==> config.mk <==
export PLATFORM = sky130hd
export DESIGN_NAME = banked_irq_ctrl
export DESIGN_NICKNAME = d
export VERILOG_FILES = /design/src/rtl/irqc_pkg.sv /design/src/rtl/irqc_sync.sv /design/src/rtl/irqc_bank.sv /design/src/rtl/banked_irq_ctrl.sv
export SDC_FILE = /design/constraint.sdc
export NUM_CORES = 2
export LEC_CHECK = 0
export CORE_UTILIZATION = 30
export CTS_BUF_LIST = sky130_fd_sc_hd__clkbuf_8
export DETAILED_ROUTE_END_ITERATION = 6
export GPL_TIMING_DRIVEN = 0
export MAX_ROUTING_LAYER = met4
export PLACE_DENSITY = 0.49
export SYNTH_ARGS = -nofsm -noshare
export SYNTH_HDL_FRONTEND = slang
export SYNTH_SLANG_ARGS = --single-unit
==> constraint.sdc <==
create_clock -name clk -period 4 [get_ports clk]
set_clock_uncertainty 0.05 [all_clocks]
set_input_delay 0.8 -clock clk [delete_from_list [all_inputs] [get_ports clk]]
set_output_delay 0.8 -clock clk [all_outputs]
set_load 0.03 [all_outputs]
==> src/rtl/irqc_pkg.sv <==
package irqc_pkg;
  localparam int unsigned BANK_STRIDE = 24;

  typedef enum logic [2:0] {
    RG_STATUS = 3'd0,
    RG_ENABLE = 3'd1,
    RG_SET    = 3'd2,
    RG_CLEAR  = 3'd3,
    RG_POL    = 3'd4,
    RG_EDGE   = 3'd5
  } reg_sel_e;

  // Qualified level: a bit is active when input equals its polarity bit.
  function automatic logic [31:0] active_of(input logic [31:0] lvl, input logic [31:0] pol);
    return ~(lvl ^ pol);
  endfunction

  // Transition into the active state between two synchronised samples.
  function automatic logic [31:0] edge_hit(input logic [31:0] cur, input logic [31:0] prev,
                                           input logic [31:0] pol);
    return active_of(cur, pol) & ~active_of(prev, pol);
  endfunction

  function automatic logic [31:0] bank_of(input logic [31:0] addr);
    return addr / BANK_STRIDE;
  endfunction

  function automatic logic [2:0] word_of(input logic [31:0] addr);
    logic [31:0] r;
    r = (addr % BANK_STRIDE) >> 2;
    return r[2:0];
  endfunction
endpackage

==> src/rtl/irqc_sync.sv <==
module irqc_sync #(
  parameter int W = 32
) (
  input  logic         clk,
  input  logic         rst_n,
  input  logic [W-1:0] d,
  output logic [W-1:0] q,
  output logic [W-1:0] q_prev
);
  logic [W-1:0] meta;

  always_ff @(posedge clk) begin
    if (!rst_n) begin
      meta   <= '0;
      q      <= '0;
      q_prev <= '0;
    end else begin
      meta   <= d;
      q      <= meta;
      q_prev <= q;
    end
  end
endmodule

==> src/rtl/irqc_bank.sv <==
module irqc_bank
  import irqc_pkg::*;
#(
  parameter logic [31:0] EDGE_RST = 32'h0
) (
  input  logic        clk,
  input  logic        rst_n,
  input  logic [31:0] lvl,
  input  logic [31:0] lvl_prev,
  input  logic        wr_en,
  input  logic        wr_set,
  input  logic        wr_clr,
  input  logic        wr_pol,
  input  logic        wr_edge,
  input  logic [31:0] wdata,
  output logic [31:0] pend,
  output logic [31:0] en,
  output logic [31:0] pol,
  output logic [31:0] edge_sel,
  output logic        irq
);
  logic [31:0] act, hit, set_m, clr_m, pend_nx;

  assign act   = active_of(lvl, pol);
  assign hit   = edge_hit(lvl, lvl_prev, pol);
  assign set_m = wr_set ? wdata : '0;
  assign clr_m = wr_clr ? wdata : '0;

  always_comb begin
    pend_nx = (edge_sel & ((pend & ~clr_m) | hit)) | (~edge_sel & act) | set_m;
  end

  always_ff @(posedge clk) begin
    if (!rst_n) begin
      pend     <= '0;
      en       <= '0;
      pol      <= '1;
      edge_sel <= EDGE_RST;
    end else begin
      pend <= pend_nx;
      if (wr_en)   en       <= wdata;
      if (wr_pol)  pol      <= wdata;
      if (wr_edge) edge_sel <= wdata;
    end
  end

  assign irq = |(pend & en);


  edge_clear_chk: assert property (@(posedge clk) disable iff (!rst_n)
    wr_clr |=> ((pend & $past(wdata & edge_sel & ~hit)) == '0));

  set_force_chk: assert property (@(posedge clk) disable iff (!rst_n)
    wr_set |=> ((pend & $past(wdata)) == $past(wdata)));

  edge_hold_chk: assert property (@(posedge clk) disable iff (!rst_n)
    (|(pend & edge_sel & ~clr_m)) |=>
      ((pend & $past(pend & edge_sel & ~clr_m)) == $past(pend & edge_sel & ~clr_m)));

  level_follow_chk: assert property (@(posedge clk) disable iff (!rst_n)
    (|(~edge_sel & ~set_m)) |=>
      ((pend & $past(~edge_sel & ~set_m)) == $past(act & ~edge_sel & ~set_m)));
endmodule

==> src/rtl/banked_irq_ctrl.sv <==
module banked_irq_ctrl
  import irqc_pkg::*;
#(
  parameter int          NUM_BANKS      = 4,
  parameter int          ADDR_W         = 8,
  parameter logic [31:0] BANK0_EDGE_RST = 32'h0000_E000
) (
  input  logic                      clk,
  input  logic                      rst_n,
  input  logic [NUM_BANKS*32-1:0]   src_in,
  input  logic [ADDR_W-1:0]         bus_addr,
  input  logic [31:0]               bus_wdata,
  input  logic                      bus_we,
  input  logic                      bus_re,
  output logic [31:0]               bus_rdata,
  output logic [NUM_BANKS-1:0]      bank_irq
);
  localparam int SRC_W = NUM_BANKS * 32;

  logic [SRC_W-1:0] lvl_s, lvl_p;
  logic [31:0]      addr32, acc_bank;
  logic [2:0]       acc_word;
  logic             in_range, rd_wo_hit, rd_miss;
  logic [31:0]      pend_a [NUM_BANKS];
  logic [31:0]      en_a   [NUM_BANKS];
  logic [31:0]      pol_a  [NUM_BANKS];
  logic [31:0]      edge_a [NUM_BANKS];
  logic [31:0]      rd_val;

  assign addr32    = 32'(bus_addr);
  assign acc_bank  = bank_of(addr32);
  assign acc_word  = word_of(addr32);
  assign in_range  = acc_bank < 32'(NUM_BANKS);
  assign rd_wo_hit = bus_re && in_range &&
                     (acc_word == RG_SET || acc_word == RG_CLEAR);
  assign rd_miss   = bus_re && !in_range;

  irqc_sync #(.W(SRC_W)) u_sync (
    .clk(clk), .rst_n(rst_n), .d(src_in), .q(lvl_s), .q_prev(lvl_p)
  );

  for (genvar b = 0; b < NUM_BANKS; b++) begin : g_bank
    logic sel;
    assign sel = bus_we && in_range && (acc_bank == 32'(b));
    irqc_bank #(.EDGE_RST(b == 0 ? BANK0_EDGE_RST : 32'h0)) u_bank (
      .clk(clk), .rst_n(rst_n),
      .lvl(lvl_s[b*32 +: 32]), .lvl_prev(lvl_p[b*32 +: 32]),
      .wr_en(sel && acc_word == RG_ENABLE),
      .wr_set(sel && acc_word == RG_SET),
      .wr_clr(sel && acc_word == RG_CLEAR),
      .wr_pol(sel && acc_word == RG_POL),
      .wr_edge(sel && acc_word == RG_EDGE),
      .wdata(bus_wdata),
      .pend(pend_a[b]), .en(en_a[b]), .pol(pol_a[b]), .edge_sel(edge_a[b]),
      .irq(bank_irq[b])
    );
  end

  always_comb begin
    rd_val = '0;
    for (int i = 0; i < NUM_BANKS; i++) begin
      if (in_range && acc_bank == 32'(i)) begin
        case (acc_word)
          RG_STATUS: rd_val = pend_a[i];
          RG_ENABLE: rd_val = en_a[i];
          RG_POL:    rd_val = pol_a[i];
          RG_EDGE:   rd_val = edge_a[i];
          default:   rd_val = '0;
        endcase
      end
    end
  end

  always_ff @(posedge clk) begin
    if (!rst_n)      bus_rdata <= '0;
    else if (bus_re) bus_rdata <= rd_val;
  end


  wo_read_zero_chk: assert property (@(posedge clk) disable iff (!rst_n)
    rd_wo_hit |=> (bus_rdata == '0));

  miss_read_zero_chk: assert property (@(posedge clk) disable iff (!rst_n)
    rd_miss |=> (bus_rdata == '0));
endmodule

; ---- After elaboration in Yosys (flattened, before gate mapping)
; Cells that the tools add are included.
[word_totals]
register_bits = 928
in_bits = 172
output_inout_bits = 36
wordCells = 142
[op_classes]
div = 2
order_cmp = 1
eq_ne = 8
mux = 16
bitwise = 60
n_reduce_logical = 35
[op_table]
columns = operator, count
row1 = bitwise AND 32 bit, 20
row2 = inverter 32 bit, 20
row3 = one-hot mux 32 bit (4 select lines), 4
row4 = 2-to-1 mux 32 bit, 12
row5 = OR 32 bit, 12
row6 = bitwise XOR 32 bit, 8
row7 = OR reduction 32 bit, 4
row8 = "== test 32 x 2 -> 1 bit, second input constant", 2
row9 = "divider 8 x 5 -> 32 bit, second input constant", 1
row10 = "== test 32 x 1 -> 1 bit, second input constant", 1
row11 = zero test 32 bit, 1
row12 = "less-than comparator 32 x 3 -> 1 bit, second input constant", 1
row13 = "remainder unit 8 x 5 -> 32 bit, second input constant", 1
row14 = logical AND 1 bit, 29
row15 = "== test 3 x 2 -> 1 bit, second input constant", 2
row16 = "== test 3 bit, second input constant", 2
row17 = "== test 3 x 1 -> 1 bit, second input constant", 1
row18 = zero test 3 bit, 1

; ---- Depth between registers and ports, before layout
[depth]
ltp_word = 12
depth_mapped = 14

; ---- By module
; A second synthesis with hierarchy kept.
[hier_totals]
cells_unflattened = 3905
area_unflattened_um2 = 39865.7
[modules_own_cells]
columns = module, n_inst, cells_per_inst, area_per_inst_um2, seq_area_each_um2
row1 = irqc_bank at g_bank[1].u_bank ..., 3, 565, 5769.3, 2562.5
row2 = irqc_sync, 1, 810, 10304.9, 7687.4
row3 = banked_irq_ctrl, 1, 835, 6493.7, 640.6
row4 = irqc_bank at g_bank[0].u_bank, 1, 565, 5759.3, 2562.5

; ---- Worst setup path before layout
; OpenSTA, ideal clock, no wires.
[synth_path]
kind = input -> register
start = input port bus_addr[6]
end = register g_bank[3].u_bank.pend[17]
setup_time_ps = 128
arrival_ps = 3400
setup_slack_ps = 422
path_stages = 14
path_buffers = 6
cell_sequence = buf_4 > buf_4 > clkbuf_1 > ha_1 > and2b_1 > o2111a_1 > buf_2 > nor2_2 > buf_2 > buf_2 > nand4_1 > a221o_1 > a221oi_1 > nor2_1
[synth_via]
elab_chain_cells = 12
[synth_lines]
columns = item, line
row1 = start: declaration, banked_irq_ctrl.sv:11  ; input logic [ADDR_W-1:0] bus_addr,
row2 = divider 8 x 5 -> 32 bit, irqc_pkg.sv:25  ; return addr / BANK_STRIDE;
row3 = less-than comparator 32 x 3 -> 1 bit, banked_irq_ctrl.sv:33  ; assign in_range = acc_bank < 32'(NUM_BANKS);
row4 = logical AND 1 bit (2 in series), banked_irq_ctrl.sv:44  ; assign sel = bus_we && in_range && (acc_bank == 32'(b));
row5 = logical AND 1 bit, banked_irq_ctrl.sv:50  ; .wr_clr(sel && acc_word == RG_CLEAR),
row6 = 2-to-1 mux 32 bit, irqc_bank.sv:27  ; assign clr_m = wr_clr ? wdata : '0;
row7 = inverter 32 bit, irqc_bank.sv:30  ; pend_nx = (edge_sel & ((pend & ~clr_m) | hit)) | (~edge_sel & act) | set_m;
row8 = bitwise AND 32 bit, irqc_bank.sv:30
row9 = OR 32 bit, irqc_bank.sv:30
row10 = bitwise AND 32 bit, irqc_bank.sv:30
row11 = OR 32 bit, irqc_bank.sv:30
row12 = OR 32 bit *, irqc_bank.sv:30
row13 = end signal: assignment, irqc_bank.sv:40  ; pend <= pend_nx;
row14 = end: declaration, irqc_bank.sv:16  ; output logic [31:0] pend,
; Mark *: on every way between the ends. The rest lies on a longest branch, timed or not.
; A chain may end at the register's enable or synchronous reset.

; ---- Final worst setup path
[layout_path]
start = input port bus_addr[2]
end = register bus_rdata[8]
[layout_via]
elab_chain_cells = 7
[layout_lines]
columns = item, line
row1 = divider 8 x 5 -> 32 bit or remainder unit 8 x 5 -> 32 bit (tied branches), "irqc_pkg.sv:25, irqc_pkg.sv:30"
row2 = "less-than comparator 32 x 3 -> 1 bit, or another cell as far along", banked_irq_ctrl.sv:33
row3 = logical AND 1 bit or one-hot mux 32 bit (4 select lines) (tied branches), "banked_irq_ctrl.sv:62, banked_irq_ctrl.sv:63"
row4 = 2-to-1 mux 32 bit (3 in series), banked_irq_ctrl.sv:62  ; if (in_range && acc_bank == 32'(i)) begin
row5 = 2-to-1 mux 32 bit *, banked_irq_ctrl.sv:62
row6 = end signal: assignment, banked_irq_ctrl.sv:76  ; else if (bus_re) bus_rdata <= rd_val;
row7 = end: declaration, banked_irq_ctrl.sv:15  ; output logic [31:0] bus_rdata,
; Marks and branches as above.

==> impl_metrics.csv <==
group,metric,value,unit
cells_and_area,final_cell_mix,"nand2_1 (971), dfxtp_1 (928), nor2_1 (509)",
floorplan,core_area,0.134,mm2
synth,async_flop_share,0,%
power_and_ir_drop,powerDensity,454,mW/mm2
detailed_routing,via_count,41400,
job,maxCapViolCount,10,
grt,grt_max_degree,17,
detailed_routing,ant_nets,0,
worst_setup_path,reg2regPathDepth,6,
cells_and_area,post-route-util,37.0,%
worst_setup_path,r2r_slack,1.02,ns
cts,cts.sinks,928,
cts,cts_inserted_buffers,168,
worst_setup_path,path_buf_inv,6,
cts,clock_path_buffers,3,
cts,cts_tree,"done",
worst_setup_path,cp_cell_sequence,"clkdlybuf4s50_1 -> buf_2 -> buf_2 -> buf_4 -> buf_4 -> buf_4 -> mux2i_1 -> a21oi_1 -> nor3_1 -> nor4_1",
grt,grt_pass1_vias,37100,
grt,grt_use_total,36.3,%
status,run_status,"finished, violations left",
sta,grt_setup_unrepaired,"yes",
status,violations,"max-capacitance violations, max-slew violations, negative setup slack",
sta,hold_viol_final,0,
worst_setup_path,critPathSlowestCell,"clkdlybuf4s50_1",
placement,post-place-ws,-2.25,ns
synth,syn_area,0.0407,mm2
sta,fin_crit,4.24,ns
sta,setup_slack,-0.238,ns
detailed_routing,drtIter0Drc,5603,
cells_and_area,final_common_cell,"nand2_1",
worst_setup_path,crit_type,"in2reg",
power_and_ir_drop,vdd_drop_max,0.224,mV
cells_and_area,num-fill-cells,14000,
worst_setup_path,worst-path-max-fanout,10,
hold_path,holdPathEnd,"u_sync.q[13]$_SDFF_PN0_",
placement,port-buffer-count,202,
power_and_ir_drop,p_leak,19.2,nW
worst_setup_path,rr_endpoint,"bus_rdata[6]$_SDFFE_PN0P_",
worst_setup_path,crit_arrival,5.01,ns
worst_setup_path,cp-end-kind,"flop",
worst_setup_path,cp_common_cell,"buf_4",
sta,holdWs,0.373,ns
floorplan,dieWidth,370,um
floorplan,fp-row-count,134,
worst_setup_path,r2r-start,"g_bank[0].u_bank.pend[6]$_SDFF_PN0_",
sta,timing.final.crit_share,106,%
synth,synth.ff_latch_count,928,
grt,grt_antenna_before_repair,27,
grt,grt_pass1_wl,326000,um
detailed_routing,routedWlPerCell,34.1,um
cts,path_clk_slew,0.07,ns
synth,ys_types,103,
grt,gr-total-overflow,0,
synth,avgSynthCellArea,8.25,um2
synth,netlist_instances,4930,
synth,yosys_warnings,0,
cts,cts-root-buf,"clkbuf_8",
sta,worst-slew-pin-transition,1.61,ns
cells_and_area,synthToLayoutAreaGrowth,21.8,%
sta,finalSetupTns,-2.84,ns
cells_and_area,regArea,0.0186,mm2
hold_path,holdCritStartpoint,"u_sync.meta[13]$_SDFF_PN0_",
hold_path,hp-class,"reg2reg",
worst_setup_path,path_depth,10,
cells_and_area,multi_input_area,0.0209,mm2
synth,ys.flop_type,"dfxtp_1",
floorplan,io_pins,208,
synth,ys_seq_area_share,45.7,%
worst_setup_path,crit_required,4.77,ns
detailed_routing,vias_per_cell,5.71,
detailed_routing,dr.pass1.iters,6,
detailed_routing,drc,0,
sta,maxSlewViolCount,78,
cells_and_area,layout-drive-gt1-share,11.4,%
floorplan,die_area,0.137,mm2
floorplan,initial_core_util,30.4,%
hold_path,min_path_cells,1,
placement,dp.final_hpwl,182000,um
sta,setup_viol,46,
worst_setup_path,max_stage_delay,0.60,ns
sta,slew_headroom,-7.15,%
cts,insertion_delay,0.98,ns
worst_setup_path,startpoint_type,"input port",
synth,synth_nets,5103,
sta,fmax,236,MHz
placement,gp_congestion,1.09,
detailed_routing,routed_wl,247000,um
power_and_ir_drop,power.total,22.5,mW
cts,hold_buffers,0,
cts,h-tree-depth,4,
worst_setup_path,crit_family,"buffers and inverters",
cells_and_area,fin_nets,5495,
floorplan,die_h,370,um
synth,synth_edf_count,0,
==> layer usage <==
metal | wire [um] | up-vias | track usage, %
met3 | 22700 | 544 | 8.41
met1 | 105000 | 20500 | 47.0
li1 | - | 18000 | -
met2 | 102000 | 2367 | 50.5
met5 | 0 | - | -
met4 | 17000 | 0 | 22.6
==> worst register-to-register path: cells and delay by family, from the launching register on <==
kind | cells | cell delay, ns
simple gates | 2 | 0.48
compound gates | 3 | 1.65
mux | 1 | 0.29
flops | 1 | 0.36
==> how the worst max path moves through the flow <==
stage | start | to | slack [ns]
2_1_floorplan | bus_addr[6] | g_bank[3].u_bank.pend[17]$_SDFF_PN0_ | 0.42
3_3_place_gp | bus_addr[2] | bus_rdata[18]$_SDFFE_PN0P_ | -2.68
3_5_place_dp | bus_addr[6] | bus_rdata[22]$_SDFFE_PN0P_ | -2.25
4_1_cts | g_bank[3].u_bank.pend[24]$_SDFF_PN0_ | bank_irq[3] | 0.004
5_1_grt | bus_addr[6] | g_bank[3].u_bank.edge_sel[22]$_SDFFE_PN0P_ | -0.03
6_report | bus_addr[2] | bus_rdata[8]$_SDFFE_PN0P_ | -0.24
==> synth_stat cells, drive strengths merged, types with 18 or more instances <==
cell type / instances / share of area (%)
o21ai: 127 / 1.6
a21boi: 44 / 0.82
nand2b: 20 / 0.31
nand2: 975 / 9.0
o211ai: 18 / 0.33
nor3: 22 / 0.33
mux2: 58 / 1.6
a221oi: 141 / 3.0
clkbuf: 267 / 2.5
a21oi: 308 / 3.8
nand3: 277 / 3.4
mux2i: 78 / 1.9
a31oi: 50 / 0.77
a22oi: 74 / 1.4
dfxtp: 928 / 46
buf: 116 / 1.5
and3: 18 / 0.28
nor2: 524 / 4.9
xor2: 114 / 2.5
and2: 389 / 6.0
nand4: 61 / 0.94
a221o: 106 / 2.6
==> stage by stage <==
step	instance area, um2	cells
after global placement	44900	6900
after CTS	49300	7216
after floorplan	40700	4930
after detailed placement	45000	6905
final	49500	7246
after global routing	49500	7234
==> cell type report <==
class                   count  area share (%)
multi-input cells        3610            42.1
flip-flops and latches    928            37.5
clock buffers             223            6.20
repair buffers            223            4.54
well taps                1768            4.47
plain buffers             382            3.64
clock inverters            80            1.36
diodes                     23           0.116
inverters                   9          0.0682
==> sequential cells by signal (all words and copies together) (netlist names) <==
signal	count
u_sync.meta	128
g_bank.u_bank.edge_sel	128
g_bank.u_bank.en	128
g_bank.u_bank.pend	128
g_bank.u_bank.pol	128
u_sync.q	128
bus_rdata	32
u_sync.q_prev	128
==> logic make-up (layout without fill, tap and decap cells) <==
logic type / after synthesis / in the layout / share of synthesized area [%]
AOI/OAI and AO/OA: 1004 / 1004 / 17.6
and+or+nand+nor: 2335 / 2335 / 26.1
other: 0 / 23 / 0
muxes: 140 / 140 / 3.75
buffers and inverters: 392 / 917 / 4.07
xor gates and xnor gates: 130 / 130 / 2.82
adders and majority gates: 1 / 1 / 0.0308
DFF: 928 / 928 / 45.7
==> report_power, final <==
part | switching (mW) | internal [mW]
clock network | 4.50 | 5.60
logic | 1.95 | 0.743
registers | 0.230 | 9.48
==> timing repair <==
item	CTS	global route
pin swaps	17	9
setup endpoints to repair	538	137
setup buffers	9	7
gates resized for setup	123	32
No activity file was read; power rests on OpenSTA's default activity.
